$ cat src/rtl/sc_char_codec.sv
module sc_char_codec #(
  parameter int CW = 12
) (
  input  logic       clk,
  input  logic       rst_n,
  input  logic       bit_tick,
  input  logic       msb_first,
  input  logic       data_inv,
  input  logic       parity_odd,
  input  logic [7:0] tx_data,
  input  logic       tx_valid,
  output logic       tx_ready,
  output logic       tx_line,
  input  logic       rx_line,
  input  logic       par_err_clr,
  output logic [7:0] rx_data,
  output logic       rx_valid,
  output logic       par_err
);

  function automatic logic [7:0] order(input logic [7:0] v, input logic rev);
    logic [7:0] o;
    for (int i = 0; i < 8; i++) o[i] = rev ? v[7-i] : v[i];
    return o;
  endfunction

  logic          tx_busy;
  logic [3:0]    tx_cnt;
  logic [9:0]    tx_frame;
  logic [CW-1:0] since_tick, period, rx_timer;
  logic [2:0]    rx_sync;
  logic          rx_busy;
  logic [3:0]    rx_idx;
  logic [7:0]    rx_sh;

  wire       accept  = tx_valid & tx_ready;
  wire [7:0] tx_bits = order(tx_data, msb_first) ^ {8{data_inv}};
  wire       rx_cur  = rx_sync[1];
  wire       fall    = rx_sync[2] & ~rx_cur;
  wire       sample  = rx_busy && (rx_timer == '0);
  wire       rx_done = sample && (rx_idx == 4'd9);
  wire       rx_bad  = ((^rx_sh) ^ rx_cur) != parity_odd;

  assign tx_ready = ~tx_busy;

  always_ff @(posedge clk) begin
    if (!rst_n) begin
      tx_busy  <= 1'b0;
      tx_cnt   <= '0;
      tx_frame <= '1;
      tx_line  <= 1'b1;
    end else if (accept) begin
      tx_busy  <= 1'b1;
      tx_cnt   <= '0;
      tx_frame <= {(^tx_bits) ^ parity_odd, tx_bits, 1'b0};
    end else if (tx_busy && bit_tick) begin
      if (tx_cnt == 4'd10) begin
        tx_line <= 1'b1;
        tx_busy <= 1'b0;
      end else begin
        tx_line <= tx_frame[tx_cnt];
        tx_cnt  <= tx_cnt + 4'd1;
      end
    end
  end

  always_ff @(posedge clk) begin
    if (!rst_n) begin
      since_tick <= '0;
      period     <= '0;
    end else if (bit_tick) begin
      period     <= since_tick + 1'b1;
      since_tick <= '0;
    end else begin
      since_tick <= since_tick + 1'b1;
    end
  end

  always_ff @(posedge clk) begin
    if (!rst_n) begin
      rx_sync  <= 3'b111;
      rx_busy  <= 1'b0;
      rx_idx   <= '0;
      rx_timer <= '0;
      rx_sh    <= '0;
      rx_data  <= '0;
      rx_valid <= 1'b0;
      par_err  <= 1'b0;
    end else begin
      rx_sync  <= {rx_sync[1:0], rx_line};
      rx_valid <= rx_done;
      if (!rx_busy) begin
        if (fall) begin
          rx_busy  <= 1'b1;
          rx_idx   <= '0;
          rx_timer <= period >> 1;
        end
      end else if (sample) begin
        rx_timer <= period - 1'b1;
        if (rx_idx == 4'd0 && rx_cur) begin
          rx_busy <= 1'b0;
        end else if (rx_done) begin
          rx_busy <= 1'b0;
          rx_data <= order(rx_sh, msb_first) ^ {8{data_inv}};
        end else begin
          if (rx_idx != 4'd0) rx_sh[3'(rx_idx - 4'd1)] <= rx_cur;
          rx_idx <= rx_idx + 4'd1;
        end
      end else begin
        rx_timer <= rx_timer - 1'b1;
      end
      if (rx_done && rx_bad) par_err <= 1'b1;
      else if (par_err_clr)  par_err <= 1'b0;
    end
  end


  idle_high_chk: assert property (@(posedge clk) disable iff (!rst_n)
    !tx_busy |-> tx_line);

  line_hold_chk: assert property (@(posedge clk) disable iff (!rst_n)
    !bit_tick |=> $stable(tx_line));

  accept_busy_chk: assert property (@(posedge clk) disable iff (!rst_n)
    (tx_valid && tx_ready) |=> !tx_ready);

  valid_pulse_chk: assert property (@(posedge clk) disable iff (!rst_n)
    rx_valid |=> !rx_valid);

  err_sticky_chk: assert property (@(posedge clk) disable iff (!rst_n)
    (par_err && !par_err_clr) |=> par_err);

  err_clear_chk: assert property (@(posedge clk) disable iff (!rst_n)
    (par_err_clr && !rx_done) |=> !par_err);

endmodule

$ cat config.mk
export PLATFORM = sky130hd
export DESIGN_NAME = sc_char_codec
export DESIGN_NICKNAME = d
export VERILOG_FILES = /design/src/rtl/sc_char_codec.sv
export SDC_FILE = /design/constraint.sdc
export NUM_CORES = 1
export LEC_CHECK = 0
export ABC_AREA = 1
export BUFFER_PORTS_ARGS = -buffer_cell sky130_fd_sc_hd__buf_4
export CAP_MARGIN = 15
export CORE_AREA = 2 2 121 123
export DETAILED_ROUTE_END_ITERATION = 8
export DIE_AREA = 0 0 123 125
export PLACE_DENSITY_LB_ADDON = 0.12
export SLEW_MARGIN = 25
export SYNTH_ARGS = -nofsm -noshare
export SYNTH_HDL_FRONTEND = slang
export SYNTH_SLANG_ARGS = --single-unit
$ cat constraint.sdc
create_clock -name clk -period 2.1 [get_ports clk]
set_input_delay 0.315 -clock clk [delete_from_list [all_inputs] [get_ports clk]]
set_output_delay 0.315 -clock clk [all_outputs]
set_load 0.03 [all_outputs]
==> summary.md <==
| Metric | Value |
|---|---|
| Final net count | 652 |
| # DRC | 0 |
| Root buf cell | clkbuf_16 |
| Final setup viols | 0 |
| Vias in the first global route | 3,671 |
| Cell area after synthesis | 4155 um^2 |
| Most common cell after layout, fill and taps aside | nand2_1 |
| Post-route minimum period | about 1.9 ns |
| Post-Synth Simple-Gate Area | 0.2481 |
| Mean routed wirelength per cell | 12.42 um |
| Largest net degree at the start of global routing | 33 |
| Post-synthesis adder-cell area fraction | 0.02409 |
| GR Overflow Total | 0 |
| Async set-reset flop share out of synthesis | 0 |
| Worst Tran Pin Value | 0.4326 ns |
| WP data required | 2.32 ns |
| Sw Share | 0.2866 |
| Vias post-DR | 3,784 |
| Syn_nets | 616 |
| Cell-internal power | approximately 2.7 mW |
| Mux cell area share after synthesis | 0.002409 |
| Vias per inst | 4.643 |
| Post-synth EDFFs | 0 |
| CTS tree | done |
| CP Capture Type | flip-flop |
| Die ar. | 15,380 um^2 |
| Design area | ~5000 um^2 |
| Register share of total power | 0.408 |
| Max Root-Sink Buffers | 2 |
| Compound-gate portion of the synthesized area | 0.1665 |
| Total Power | 3.850 mW |
| Net Switching | roughly 1.1 mW |
| Launch point of the worst reg-to-reg path | rx_busy |
| Main combinational cell family by area after synthesis | simple AND/OR/NAND/NOR gates |
| Row Count | 44 |
| R2R Setup Slk | 0.20 ns |
| CP Class | flip-flop to flip-flop |
| Htree depth | 3 |
| Hold_buf cts | 0 |
| Post-route ant nets | 0 |
| First-pass GRT wire length | 17.40 mm |
| Synthesis Warnings | 0 |
| Main flop type after synthesis | dfxtp_1 |
| Clock power share | 0.399 |
| Distinct cells, synth | 36 |
| Clock sink total | 78 |
| Routed WL | between 10 and 15 mm |
| Max Clock Skew | 0.004655 ns |
| Number of max-cap violations | 0 |
| Seq/Total Area, Yosys | 0.3758 |
| Crit-path cells | inv_2, nor2_2, nand2_1, nor2_4, buf_4, nand2_2, nand2_1, nand2_2, ha_1, nand3_2, inv_1, o21ai_0, a31oi_1 |
| Reg2reg end | rx_timer[2] |
| Most frequent cells in the layout | nand2_1 (107), inv_1 (84), dfxtp_1 (76), nor2_1 (62), buf_4 (41) |
| Layout cell share with drive strength beyond 1 | 0.1426 |
| Initial antenna violation count | 0 |
| Area after DPL | 4619 um^2 |
| CTS Buf Count | 9 |
| Worst reg2reg path depth | 13 |
| Pwr per Cell Area | 780.5 nW/um^2 |
| Hold Crit Start | rx_line |
| Core area | ~14,000 um^2 |
| Critical Path AT | about 2.1 ns |
| DP HPWL | 7.629 mm |
| Crit path buf inv count | 3 |
| Initial DRT Pass Iterations | 5 |
| Synthesized area per cell | 7.031 um^2 |
| Clk_lat worst skew | 0.34 ns |
| Fin crit share | 0.9054 |
| Drt first-iter violations | 192 |
| Clk slew on worst S/H paths | 0.06 ns |
| Post-Synth XOR/XNOR Area | 0.08401 |
| Gr usage total | 0.1420 |
| Comb power frac | 0.192 |
| CP peak stage delay | 0.34 ns |
| RSZ-0062 raised after global routing | no |
| Area Growth Syn to Fin | 18.70% |
| CP Max Fanout | 4 |
| Final Hold Viols | 0 |
| Maximum VDD drop | about 280 uV |
| Hold Path End | rx_sync[0] |
| Crit-path leading delay family | simple AND/OR/NAND/NOR gates |
| GPL Wtd Cong | roughly 0.96 |
| Setup TNS | 0 ns |
| Initial Utilization | 0.2925 |
| Relative slew slack | 0.7109 |
| PortBufs | 28 |
| Die Y | 125 um |
| Startpoint Class | flip-flop |
| Slew Viols, Final | 0 |
| Die width | 123 um |
| Slowest stage cell, crit path | dfxtp_2 |
| Synth Instances | about 590 |
| Hold path depth | 2 |
| Leak | just over 2 nW |
| Fmax | 0.5259 GHz |
| Inserted Diodes | 0 |
| Num ports | 29 |
| Hold Crit Class | input pin to flip-flop |
| Synthesized flop and latch total | 78 |
| Status | finished, final reports clean |
cell families (layout without fill, tap and decap cells):
family,after synthesis,in the layout
AO/OA/AOI/OAI,124,124
XOR/XNOR,39,39
adder cells (fa/ha/maj),8,8
buffers and inverters,108,148
flip-flops,78,78
multiplexers,1,1
AND/OR/NAND/NOR,233,233
registers in the layout, summed over array words and instances (netlist names):
name and count:
rx_valid 1, rx_sh 8, rx_idx 4, tx_line 1
rx_data 8, par_err 1, rx_busy 1, tx_frame 10
since_tick 12, tx_cnt 4, rx_timer 12, tx_busy 1
rx_sync 3, period 12
Yosys cell counts, types with 2 or more instances:
master	count	area (um^2)
nand3_1	32	160.2
nor2_1	63	236.5
ha_1	8	100.1
nand2_2	3	18.77
inv_2	7	26.28
dfxtp_1	78	1562
nor3b_2	2	25.02
a21oi_1	32	160.2
a31oi_1	5	31.28
o21a_1	5	37.54
clkbuf_1	11	41.29
a211oi_1	2	15.01
nor2_2	6	37.54
nor3_1	3	15.01
nand2_1	107	401.6
o21ai_1	13	65.06
buf_2	5	25.02
inv_1	84	315.3
o21ai_0	37	185.2
o22ai_1	25	156.4
nor2_4	4	45.04
xor2_1	27	236.5
nand4_1	5	31.28
or2_2	5	31.28
xnor2_1	11	96.34
worst register-to-register path: cells and delay by family (launching register included):
kind	cells	cell delay (ns)
AOI/OAI and AO/OA	2	0.32
adders and majority gates	1	0.22
buffers and inverters	3	0.28
DFF	1	0.34
and+or+nand+nor	7	0.60
timing repair:
item                       CTS  global route
buffers inserted             0             1
resized for setup            0             6
setup endpoints to repair    0             5
worst max path at each step:
stage / from / endpoint / slack (ns) / depth (start not counted)
finish: rx_busy / rx_timer[2] / 0.20 / 13
detailed placement: rx_busy / rx_timer[10] / 0.09 / 13
global route: rx_timer[10] / rx_timer[9] / 0.003 / 14
floorplan: rx_busy / rx_timer[10] / 0.31 / 13
global placement: rx_busy / rx_timer[6] / 0.14 / 14
CTS: rx_busy / rx_timer[10] / 0.06 / 13
power by group through the flow:
stage	sequential (mW)	clock, mW	combinational, mW
2_1_floorplan	1.59	0	0.532
5_1_grt	1.58	1.66	0.846
3_3_place_gp	1.60	0	0.729
6_report	1.57	1.54	0.740
4_1_cts	1.57	1.59	0.729
3_5_place_dp	1.60	0	0.725
metrics by stage:
step	hold slack, ns	instances	setup slack, ns	util
after floorplan	0.3925	591	0.3110	-
after global placement	0.4017	799	0.1395	0.3252
after detailed placement	0.4143	799	0.08755	0.3252
after CTS	0.1397	814	0.06116	0.3457
after global routing	0.1544	815	0.003054	0.3473
final	0.1541	815	0.1986	0.3473
final cells by class:
class / instances / area, um^2
inverters: 92 / 345.3
flip-flops and latches: 78 / 1564
multi-input cells: 405 / 2195
clock inverters: 4 / 47.55
clock buffers: 11 / 242.7
fillers: 1553 / 9271
repair buffers: 41 / 307.8
well taps: 184 / 230.2
routing by layer:
| metal | global-route usage | vias up | part of all wire |
|---|---|---|---|
| met1 | 0.1875 | 1731 | 0.49 |
| li1 | - | 1980 | - |
| met5 | 0 | - | 0 |
| met2 | 0.2220 | 55 | 0.45 |
| met3 | 0.02372 | 18 | 0.029 |
| met4 | 0.07219 | 0 | 0.029 |
(Power assumes the default switching activity.)
